<file path="config.mk">
export PLATFORM = sky130hd
export DESIGN_NAME = i2c_rstart_gen
export DESIGN_NICKNAME = d
export VERILOG_FILES = /design/src/rtl/i2c_rstart_gen.sv
export SDC_FILE = /design/constraint.sdc
export NUM_CORES = 1
export LEC_CHECK = 0
export BUFFER_PORTS_ARGS = -buffer_cell sky130_fd_sc_hd__buf_2
export CAP_MARGIN = 5
export CORE_MARGIN = 4
export CORE_UTILIZATION = 38
export CTS_CLUSTER_DIAMETER = 80
export DETAILED_ROUTE_END_ITERATION = 6
export GPL_TIMING_DRIVEN = 1
export PLACE_DENSITY = 0.64
export SETUP_SLACK_MARGIN = 0.4
export SKIP_CTS_REPAIR_TIMING = 1
export SYNTH_ARGS = -nofsm -noshare
export SYNTH_HDL_FRONTEND = slang
export SYNTH_SLANG_ARGS = --single-unit
</file>
<file path="constraint.sdc">
create_clock -name clk -period 3.1 [get_ports clk]
set_input_delay 0.775 -clock clk [delete_from_list [all_inputs] [get_ports clk]]
set_output_delay 0.775 -clock clk [all_outputs]
set_load 0.05 [all_outputs]
</file>
<file path="src/rtl/i2c_rstart_gen.sv">
module i2c_rstart_gen #(
  parameter int BRG_W  = 7,
  parameter int DATA_W = 8
) (
  input  logic              clk,
  input  logic              rst_n,
  input  logic              cmd_wr,
  input  logic [4:0]        cmd_wdata,
  output logic [4:0]        cmd_q,
  input  logic [BRG_W-1:0]  reload,
  input  logic              tx_wr,
  input  logic [DATA_W-1:0] tx_wdata,
  output logic [DATA_W-1:0] tx_q,
  input  logic [2:0]        flag_clr,
  input  logic              sda_in,
  input  logic              scl_in,
  output logic              sda_oe,
  output logic              scl_oe,
  output logic              start_seen,
  output logic              irq,
  output logic              wcol,
  output logic              bcol
);

  localparam logic [BRG_W-1:0] BRG_ONE = 1;

  typedef enum logic [3:0] {
    IDLE, ST_HOLD,
    RS_SCL_LO, RS_SDA_HI, RS_SCL_REL, RS_SETUP, RS_HOLD,
    SP_LOW, SP_SCL_REL, SP_SETUP, SP_SDA_REL
  } st_t;

  st_t              st;
  logic [BRG_W-1:0] brg;
  logic             sda_s, scl_s, sda_p, scl_p, sda_hold;

  wire busy     = (st != IDLE) || (|cmd_q[2:0]);
  wire brg_zero = (brg == '0);
  wire col_a    = (st == RS_SCL_REL && scl_s && !sda_s) || (st == RS_SETUP && !sda_s);
  wire col_b    = (st == RS_SETUP && !scl_s);

  always_comb begin
    sda_oe = 1'b0;
    scl_oe = 1'b0;
    case (st)
      IDLE:       sda_oe = sda_hold;
      ST_HOLD:    sda_oe = 1'b1;
      RS_SCL_LO:  begin sda_oe = sda_hold; scl_oe = 1'b1; end
      RS_SDA_HI:  scl_oe = 1'b1;
      RS_HOLD:    sda_oe = 1'b1;
      SP_LOW:     begin sda_oe = 1'b1; scl_oe = 1'b1; end
      SP_SCL_REL: sda_oe = 1'b1;
      SP_SETUP:   sda_oe = 1'b1;
      default:    ;
    endcase
  end

  always_ff @(posedge clk) begin
    if (!rst_n) begin
      st <= IDLE;
      brg <= '0;
      cmd_q <= '0;
      tx_q <= '0;
      sda_s <= 1'b1;
      scl_s <= 1'b1;
      sda_p <= 1'b1;
      scl_p <= 1'b1;
      sda_hold <= 1'b0;
      start_seen <= 1'b0;
      irq <= 1'b0;
      wcol <= 1'b0;
      bcol <= 1'b0;
    end else begin
      sda_s <= sda_in;
      scl_s <= scl_in;
      sda_p <= sda_s;
      scl_p <= scl_s;
      if (sda_p && !sda_s && scl_p && scl_s) start_seen <= 1'b1;
      else if (!sda_p && sda_s && scl_p && scl_s) start_seen <= 1'b0;

      if (flag_clr[0]) irq <= 1'b0;
      if (flag_clr[1]) wcol <= 1'b0;
      if (flag_clr[2]) bcol <= 1'b0;

      if (tx_wr) begin
        if (busy) wcol <= 1'b1;
        else      tx_q <= tx_wdata;
      end
      if (cmd_wr && !busy) cmd_q <= cmd_wdata;

      if (col_a || col_b) begin
        st <= IDLE;
        sda_hold <= 1'b0;
        cmd_q[1] <= 1'b0;
        bcol <= 1'b1;
      end else begin
        case (st)
          IDLE: begin
            if (cmd_q[0]) begin
              st <= ST_HOLD;
              brg <= reload;
              cmd_q[2:1] <= 2'b00;
            end else if (cmd_q[1]) begin
              st <= RS_SCL_LO;
              cmd_q[2] <= 1'b0;
            end else if (cmd_q[2]) begin
              st <= SP_LOW;
              brg <= reload;
            end
          end
          ST_HOLD: begin
            if (brg_zero) begin
              st <= IDLE;
              cmd_q[0] <= 1'b0;
              irq <= 1'b1;
              sda_hold <= 1'b1;
            end else brg <= brg - BRG_ONE;
          end
          RS_SCL_LO: begin
            if (!scl_s) begin
              st <= RS_SDA_HI;
              brg <= reload;
              sda_hold <= 1'b0;
            end
          end
          RS_SDA_HI: begin
            if (!brg_zero) brg <= brg - BRG_ONE;
            else if (sda_s) st <= RS_SCL_REL;
          end
          RS_SCL_REL: begin
            if (scl_s) begin
              st <= RS_SETUP;
              brg <= reload;
            end
          end
          RS_SETUP: begin
            if (brg_zero) begin
              st <= RS_HOLD;
              brg <= reload;
            end else brg <= brg - BRG_ONE;
          end
          RS_HOLD: begin
            if (brg_zero) begin
              st <= IDLE;
              cmd_q[1] <= 1'b0;
              irq <= 1'b1;
              sda_hold <= 1'b1;
            end else brg <= brg - BRG_ONE;
          end
          SP_LOW: begin
            if (brg_zero) st <= SP_SCL_REL;
            else brg <= brg - BRG_ONE;
          end
          SP_SCL_REL: begin
            if (scl_s) begin
              st <= SP_SETUP;
              brg <= reload;
            end
          end
          SP_SETUP: begin
            if (brg_zero) begin
              st <= SP_SDA_REL;
              brg <= reload;
              sda_hold <= 1'b0;
            end else brg <= brg - BRG_ONE;
          end
          SP_SDA_REL: begin
            if (brg_zero) begin
              st <= IDLE;
              cmd_q[2] <= 1'b0;
              irq <= 1'b1;
            end else brg <= brg - BRG_ONE;
          end
          default: st <= IDLE;
        endcase
      end
    end
  end


  cmd_lock_chk: assert property (@(posedge clk) disable iff (!rst_n)
    (cmd_wr && busy) |=> $stable(cmd_q[4:3]));


  tx_lock_chk: assert property (@(posedge clk) disable iff (!rst_n)
    (tx_wr && busy) |=> (wcol && $stable(tx_q)));


  scl_release_chk: assert property (@(posedge clk) disable iff (!rst_n)
    ($fell(scl_oe) && !sda_oe) |-> $past(sda_s));


  rs_end_chk: assert property (@(posedge clk) disable iff (!rst_n)
    ($past(st) == RS_HOLD && st == IDLE) |-> (irq && sda_oe && !scl_oe && !cmd_q[1]));


  col_b_chk: assert property (@(posedge clk) disable iff (!rst_n)
    (st == RS_SETUP && !scl_s) |=> (bcol && st == IDLE && !sda_oe && !scl_oe));


  bcol_sticky_chk: assert property (@(posedge clk) disable iff (!rst_n)
    (bcol && !flag_clr[2]) |=> bcol);

endmodule

</file>
==> run_results.csv, run 1 <==
group,metric,value,unit
floorplan,dieWidth,77.2,microns
cells_and_area,area_delta_synth_final,19.4,%
flow_run,drv_cap,0,
critical_path,path_max_fanout,17,
critical_path,critPathKind,"reg -> out",
route,dr.pass1.iters,4,
sta,period_share,83.0,%
critical_path,worstPathRequired,2.32,ns
sta,setup_tns,0,ns
floorplan,num_rows,24,
synthesis,syn_area,0.00182,sq mm
global_route,grt_pass1_vias,1637,
status,status,"completed",
synthesis,yosysMostFrequentCell,"dfxtp_1",
clock_network,cts_tree,"built",
sta,slew_violations,0,
route,drt_wl_total,4510,microns
synthesis,synth_edf_count,0,
power,leakage,0.910,nW
synthesis,synth-async-reset-ratio,0,%
clock_network,cts_root_buffer,"clkbuf_8",
floorplan,io_pins,48,
synthesis,ys_types,50,
critical_path,worst-path-buf-inv,2,
synthesis,syn_inst,224,
critical_path,max_stage_delay,0.71,ns
placed_design,port_buffers,47,
sta,rsz0062_at_grt,"no",
cells_and_area,fillers,463,
power,powerDensity,1010,mW/mm^2
critical_path,arrival,1.80,ns
synthesis,avgSynthCellArea,8.13,sq um
critical_path,crit_family,"flip-flops",
global_route,gr-total-overflow,0,
cells_and_area,seqCellArea,662,sq um
route,wl_met1,2130,microns
floorplan,die_h,77.2,microns
synthesis,synth_top_area_share,36.3,%
synthesis,ys_seq_elements,33,
global_route,track_usage,15.9,%
sta,slew_headroom,47.3,%
floorplan,coreArea,0.00450,sq mm
cells_and_area,finish.utilization,48.3,%
clock_network,htreeDepth,2,
clock_network,clock-sinks,33,
synthesis,yosys.area.top_type,"dfxtp_1",
sta,fmax,388,MHz
worst_hold_path,holdCritPathClass,"reg -> reg",
sta,skew,0.00890,ns
global_route,grt_max_degree,25,
sta,fin_crit,2.57,ns
clock_network,cts_made_buffers,5,
placed_design,dp_hpwl,3260,microns
power,vdd_drop_max,0.000431,V
route,antenna_left,0,
synthesis,yosysWarnings,0,
sta,worst_pin_slew,0.789,ns
route,wl_per_cell,14.2,microns
route,drtIter0Drc,209,
floorplan,start_util,40.4,%
critical_path,crit_slowest_cell,"dfxtp_1",
floorplan,die_area,0.00596,sq mm
clock_network,clockBufferDepth,2,
synthesis,yosysSeqAreaShare,36.3,%
route,drc,0,
clock_network,clk_latency,0.29,ns
power,p_total,0.00220,W
route,wl_met2,2140,microns
route,maxUsedRoutingLayer,"met4",
synthesis,yosys-top-cells-count,"33 x dfxtp_1, 25 x a21oi_1, 20 x nand2_1, 18 x nor2_1, 15 x nand3_1",
synthesis,ys_top_cells_by_area,"dfxtp_1 36%, a21oi_1 6.9%, mux2i_1 5.5%",
cells_and_area,multi_input_area,0.00104,sq mm
clock_network,path_clk_slew,0.07,ns
critical_path,cp-end-kind,"output pin",
cells_and_area,nNetsFinal,296,
route,wl_met3,179,microns
route,vias,1741,
critical_path,worstPathCellList,"clkinvlp_4 -> o211a_1 -> buf_2",
synthesis,synth_nets,255,
global_route,antenna_found_initial,0,
sta,setup_viol,0,
placed_design,gp_congestion,0.841,
sta,hold_viol,0,
cells_and_area,diodes,0,
synthesis,synth_ff_type,"dfxtp_1",
global_route,grt_pass1_wl,7720,microns
critical_path,critPathLaunchType,"flop",
route,vias_per_cell,5.47,
cells_and_area,drive_gt1_share,25.2,%
==> layer usage <==
metal / vias up / global-route usage [%]
met5: - / 0
met4: 0 / 6.05
li1: 896 / -
met1: 803 / 21.1
met3: 6 / 4.22
met2: 36 / 24.4
==> through the flow <==
step,cells,worst slack (ns),cell area [sq um],hold slack (ns)
after floorplan,224,0.601,1820,0.438
after global placement,310,0.687,2050,0.442
after detailed placement,310,0.559,2050,0.445
after CTS,318,0.354,2170,0.455
after global routing,318,0.405,2170,0.473
final,318,0.525,2170,0.451
==> worst paths after layout <==
check / from / to / slack [ns] / cells after the start
setup / recovery: st[3]$_SDFFE_PP0P_ / scl_oe / 0.53 / 3
hold / removal: tx_q[3]$_SDFFE_PN0P_ / tx_q[3]$_SDFFE_PN0P_ / 0.45 / 2
setup reg to reg: st[3]$_SDFFE_PP0P_ / st[2]$_SDFFE_PP0P_ / 0.68 / 5
hold reg to reg: tx_q[3]$_SDFFE_PN0P_ / tx_q[3]$_SDFFE_PN0P_ / 0.45 / 2
==> cells in the final DEF, fill, tap and decap left out, types with 5 or more instances in the layout <==
| cell | synthesis | final |
|---|---|---|
| nor2_1 | 18 | 18 |
| dfxtp_1 | 33 | 32 |
| nor3_1 | 8 | 8 |
| buf_2 | 6 | 47 |
| nand3_1 | 15 | 15 |
| nand2b_1 | 9 | 9 |
| inv_1 | 9 | 9 |
| nand2_1 | 20 | 20 |
| o21ai_0 | 6 | 6 |
| mux2i_1 | 10 | 10 |
| a21oi_1 | 25 | 25 |
| clkbuf_8 | 0 | 5 |
| o32ai_1 | 6 | 6 |
==> cell type report <==
type,count,area share [%]
clock buffer,5,3.17
clock inverter,3,2.13
inverter,10,1.90
multi-input combinational,166,47.8
sequential,33,30.5
tap,52,2.99
timing repair buffer,49,11.5
==> cell families (layout without fill, tap and decap cells) <==
family / count (synthesis) / after routing / synth area share (%)
AOI/OAI and AO/OA: 63 / 63 / 23.5
xor gates and xnor gates: 1 / 1 / 0.481
adders and majority gates: 2 / 2 / 1.37
buffers and inverters: 25 / 67 / 6.60
DFF: 33 / 33 / 36.3
muxes: 11 / 11 / 6.12
and+or+nand+nor: 89 / 89 / 25.6
==> worst register-to-register path: cells and delay by family, from the launching register on <==
kind	cells	cell delay [ns]
compound gates	2	0.82
simple gates	1	0.06
flops	1	0.71
mux	1	0.31
buf+inv	1	0.41
==> report_power, final <==
part	internal (W)	switching, W	leakage [nW]
Clock	0.000241	0.000174	0.0543
Sequential	0.000514	0.000114	0.271
Combinational	0.000420	0.000737	0.585
==> sequential cells by signal, summed over array words and instances (netlist names) <==
signal / cells
sda_hold: 1
brg: 7
scl_p: 1
bcol: 1
sda_p: 1
wcol: 1
sda_s: 1
irq: 1
start_seen: 1
scl_s: 1
st: 4
cmd_q: 5
tx_q: 8
Power figures use the tool's default switching activity.
==> run 2: changes to the inputs <==
ABC_AREA = 1   (was default)
clock period = 2.5 ns   (was 3.1 ns; I/O delays follow)
==> run_results.csv, run 2 <==
group,metric,value,unit
status,status,"completed",
critical_path,critPathKind,"reg -> out",
route,drtIter0Drc,89,
placed_design,port_buffers,47,
power,leakage,1.21,nW
route,vias_per_cell,4.60,
clock_network,clockBufferDepth,2,
critical_path,critPathCapture,"sda_oe",
critical_path,r2r_start,"brg[3]$_SDFFE_PN0P_",
synthesis,muxShareOfSynthArea,0,%
floorplan,num_rows,25,
synthesis,syn_inst,286,
cells_and_area,diodes,0,
sta,hold_viol,0,
route,dr.pass1.iters,5,
power,p_total,0.00306,W
clock_network,cts_tree,"built",
power,vdd_drop_max,0.000563,V
global_route,grt_max_degree,22,
cells_and_area,multi_input_area,0.00105,sq mm
synthesis,yosysMostFrequentCell,"nand2_1",
critical_path,arrival,1.39,ns
synthesis,synthAdderAreaFrac,1.34,%
power,powerDensity,1350,mW/mm^2
floorplan,start_util,39.5,%
clock_network,cts_root_buffer,"clkbuf_8",
critical_path,regToRegSetupSlack,0.84,ns
clock_network,cts_made_buffers,5,
clock_network,clk_latency,0.29,ns
critical_path,cp-end-kind,"output pin",
synthesis,ys_top_cells_by_area,"dfxtp_1 35%, nand2_1 14%, nor2_1 12%",
global_route,track_usage,15.7,%
synthesis,synth_simple_gate_area_share,43.1,%
critical_path,critPathLaunch,"st[0]$_SDFFE_PP0P_",
sta,whs,0.467,ns
sta,setup_viol,0,
clock_network,path_clk_slew,0.07,ns
synthesis,synth-async-reset-ratio,0,%
synthesis,ys_seq_elements,33,
synthesis,yosys-top-cells-count,"72 x nand2_1, 62 x nor2_1, 33 x dfxtp_1, 30 x inv_1, 15 x o21ai_0",
sta,rsz0062_at_grt,"no",
flow_run,drv_cap,0,
placed_design,dp_hpwl,3400,microns
synthesis,synth_top_area_share,35.4,%
route,wl_per_cell,11.0,microns
floorplan,die_h,78.0,microns
global_route,grt_pass1_vias,1735,
route,drc,0,
synthesis,synth_compound_area_share,8.72,%
critical_path,path_max_fanout,7,
synthesis,synth_ff_type,"dfxtp_1",
critical_path,reg2reg_to,"sda_hold$_SDFFE_PP0P_",
synthesis,yosysWarnings,0,
placed_design,place_ws,0.587,ns
synthesis,avgSynthCellArea,6.52,sq um
cells_and_area,drive_gt1_share,27.2,%
clock_network,clock-sinks,33,
sta,fin_ws,0.489,ns
global_route,antenna_found_initial,0,
critical_path,critPathLaunchType,"flop",
global_route,grt_pass1_wl,7800,microns
floorplan,die_area,0.00609,sq mm
global_route,gr-total-overflow,0,
synthesis,synth_top_family_by_area,"simple AND/OR/NAND/NOR gates",
sta,setup_tns,0,ns
sta,period_share,80.4,%
sta,slew_headroom,58.6,%
clock_network,htreeDepth,2,
cells_and_area,fillers,501,
sta,worst_pin_slew,0.621,ns
route,drt_wl_total,4440,microns
critical_path,rr_worst_depth,10,
synthesis,synth_edf_count,0,
floorplan,coreArea,0.00472,sq mm
cells_and_area,area_delta_synth_final,22.1,%
synthesis,yosysSeqAreaShare,35.4,%
route,vias,1862,
floorplan,io_pins,48,
placed_design,gp_congestion,0.880,
synthesis,yosys.area.top_type,"dfxtp_1",
route,antenna_left,0,
cells_and_area,top_register,"tx_q",
sta,fmax,497,MHz
cells_and_area,reg_top3,"tx_q (8), brg (7), cmd_q (5)",
synthesis,syn_area,0.00186,sq mm
sta,slew_violations,0,
floorplan,dieWidth,78.0,microns
critical_path,worstPathRequired,1.88,ns
synthesis,ys_types,26,
cells_and_area,seqCellArea,673,sq um
cells_and_area,nNetsFinal,368,
synthesis,synth_xor_area_share,2.35,%
worst_hold_path,holdCritPathClass,"reg -> reg",
cells_and_area,largest_reg_flops,8,
cells_and_area,final_common_cell,"nand2_1",
sta,skew,0.00684,ns
sta,fin_crit,2.01,ns
synthesis,synth_nets,317,
cells_and_area,final_cell_mix,"71 x nand2_1, 60 x nor2_1, 45 x buf_2",
==> run 2: layout make-up <==
type                    instances  area share (%)
clock inverters                 3           0.770
repair buffers                 48            10.9
clock buffers                   5            3.02
flip-flops and latches         33            29.6
multi-input cells             214            46.3
well taps                      67            3.68
inverters                      35            5.77
==> run 2: routing by layer <==
layer / global-route usage [%] / wire length [microns] / vias up
li1: - / - / 989
met1: 19.8 / 2030 / 828
met2: 25.9 / 2130 / 40
met3: 3.90 / 227 / 5
met4: 5.59 / 55 / 0
met5: 0 / 0 / -
==> run 2: critical path: stages, from the launching register on <==
cell and delay (ns):
dfxtp_2 0.36, inv_1 0.12, nand2_1 0.09, nor2_2 0.16
nor2_2 0.07, nand2_1 0.07, clkbuf_4 0.22
==> run 2: logic make-up after synthesis <==
logic type      Yosys count
compound gates           30
xor+xnor                  5
fa+ha+maj                 2
buf+inv                  39
flops                    33
simple gates            177
==> run 2: metrics by stage <==
stage | std cells | utilization, % | instance area (sq um)
floorplan | 286 | - | 1860
global placement | 397 | 45.6 | 2150
detailed placement | 397 | 45.6 | 2150
CTS | 405 | 47.4 | 2240
global route | 405 | 48.2 | 2280
finish | 405 | 48.2 | 2280
==> run 2: where the power goes <==
group	internal, W	switching (W)
combinational	0.000568	0.00131
clock	0.000192	0.000201
sequential	0.000690	0.000106
==> run 2: worst min path at each step <==
stage	start	endpoint	slack [ns]	depth (start not counted)
final	irq$_SDFF_PN0_	irq$_SDFF_PN0_	0.47	2
after global routing	wcol$_SDFF_PN0_	wcol$_SDFF_PN0_	0.48	2
after CTS	irq$_SDFF_PN0_	irq$_SDFF_PN0_	0.47	2
after detailed placement	irq$_SDFF_PN0_	irq$_SDFF_PN0_	0.45	2
after global placement	irq$_SDFF_PN0_	irq$_SDFF_PN0_	0.45	2
after floorplan	sda_s$_SDFF_PN1_	sda_p$_SDFF_PN1_	0.44	2
==> run 3: changes to the inputs <==
clock period = 1.9 ns   (was 2.5 ns; I/O delays follow)
==> run_results.csv, run 3 (synthesis results as in run 2) <==
group,metric,value,unit
critical_path,r2r_start,"st[3]$_SDFFE_PP0P_",
global_route,gr-total-overflow,0,
cells_and_area,final_common_cell,"nand2_1",
cells_and_area,reg_top3,"tx_q (8), brg (7), cmd_q (5)",
critical_path,reg2reg_to,"brg[1]$_SDFFE_PN0P_",
critical_path,cp_num_cells,6,
power,leakage,1.32,nW
worst_hold_path,whs_path_depth,2,
route,dr.pass1.iters,4,
global_route,antenna_found_initial,0,
sta,fin_crit,1.85,ns
floorplan,coreArea,0.00472,sq mm
worst_hold_path,holdCritPathClass,"in -> reg",
clock_network,htreeDepth,2,
cells_and_area,fillers,471,
floorplan,die_area,0.00609,sq mm
sta,whs,0.371,ns
critical_path,worstPathCellList,"inv_1 -> nand2_1 -> nor2_1 -> nor2_4 -> nand2_2 -> buf_8",
cells_and_area,top_register,"tx_q",
placed_design,dp_hpwl,3400,microns
global_route,grt_max_degree,22,
floorplan,io_pins,48,
floorplan,die_h,78.0,microns
route,drt_wl_total,4990,microns
global_route,grt_pass1_wl,7620,microns
critical_path,path_max_fanout,9,
route,antenna_left,0,
power,vdd_drop_max,0.000600,V
route,vias,1953,
sta,slew_violations,0,
route,wl_per_cell,12.0,microns
sta,setup_viol,0,
sta,worst_pin_slew,0.326,ns
global_route,track_usage,15.3,%
critical_path,arrival,1.37,ns
sta,fmax,541,MHz
worst_hold_path,min_to,"irq$_SDFF_PN0_",
flow_run,drv_cap,0,
route,drc,0,
cells_and_area,multi_input_area,0.00117,sq mm
critical_path,worst-path-buf-inv,2,
sta,slew_headroom,78.2,%
sta,skew,0.00345,ns
floorplan,dieWidth,78.0,microns
cells_and_area,nNetsFinal,380,
clock_network,cts_made_buffers,5,
clock_network,clk_latency,0.29,ns
clock_network,clock-sinks,33,
clock_network,cts_root_buffer,"clkbuf_8",
critical_path,critPathKind,"reg -> out",
floorplan,num_rows,25,
critical_path,max_stage_delay,0.40,ns
floorplan,start_util,39.5,%
clock_network,clockBufferDepth,2,
power,powerDensity,1840,mW/mm^2
sta,setup_tns,0,ns
route,drtIter0Drc,120,
sta,rsz0062_at_grt,"yes",
critical_path,regToRegSetupSlack,0.24,ns
cells_and_area,diodes,0,
critical_path,worstPathRequired,1.42,ns
placed_design,port_buffers,47,
critical_path,crit_slowest_cell,"dfxtp_4",
global_route,grt_pass1_vias,1725,
critical_path,crit_family,"simple AND/OR/NAND/NOR gates",
sta,period_share,97.2,%
clock_network,path_clk_slew,0.07,ns
critical_path,critPathLaunchType,"flop",
cells_and_area,drive_gt1_share,36.0,%
sta,hold_viol,0,
critical_path,cp-end-kind,"output pin",
status,status,"completed",
cells_and_area,seqCellArea,679,sq um
cells_and_area,final_cell_mix,"61 x nand2_1, 57 x nor2_1, 45 x buf_2",
placed_design,gp_congestion,0.895,
cells_and_area,largest_reg_flops,8,
critical_path,rr_worst_depth,12,
worst_hold_path,min_from,"flag_clr[0]",
cells_and_area,area_delta_synth_final,36.8,%
cells_and_area,finish.utilization,54.0,%
route,vias_per_cell,4.68,
clock_network,cts_tree,"built",
[run 3: changes by cell type in the layout (fill, tap and decap cells not counted), sizes merged]
| cell | before | now |
|---|---|---|
| buf | 46 | 60 |
| bufinv | 0 | 1 |
| clkbuf | 7 | 5 |
| clkinv | 2 | 1 |
[run 3: worst max path at each step]
stage,startpoint,end,slack [ns]
detailed placement,st[1]$_SDFFE_PP0P_,sda_oe,0.16
global placement,st[0]$_SDFFE_PP0P_,sda_oe,0.14
finish,st[1]$_SDFFE_PP0P_,sda_oe,0.05
CTS,st[1]$_SDFFE_PP0P_,sda_oe,-0.16
global route,st[1]$_SDFFE_PP0P_,sda_oe,0.007
floorplan,st[0]$_SDFFE_PP0P_,sda_oe,0.41
[run 3: report_power, final]
part           leakage, nW  total [W]  internal (W)  switching [W]
Sequential           0.276    0.00108      0.000913       0.000164
Clock               0.0543   0.000675      0.000392       0.000282
Combinational        0.988    0.00294       0.00102        0.00192
[run 3: metal layers]
metal  wire length (microns)  GRT usage, %  up-vias
met2                    2550          27.0       52
met4                     111          6.82        0
met3                     239          3.44       13
met5                       0             0        -
met1                    2090          17.6      866
li1                        -             -     1022
[run 3: layout make-up]
type,count,area share (%)
multi-input cells,214,45.8
inverters,35,5.44
clock buffers,5,2.70
repair buffers,60,14.3
flip-flops and latches,33,26.6
clock inverters,3,1.81
well taps,67,3.29
[run 3: metrics by stage]
stage                     setup slack [ns]  instances  power [W]  instance area [sq um]
after CTS                           -0.163        405    0.00418                   2280
after floorplan                      0.414        286    0.00308                   1880
after detailed placement             0.159        397    0.00349                   2160
after global placement               0.138        397    0.00347                   2160
after global routing               0.00730        417    0.00504                   2550
final                               0.0530        417    0.00469                   2550
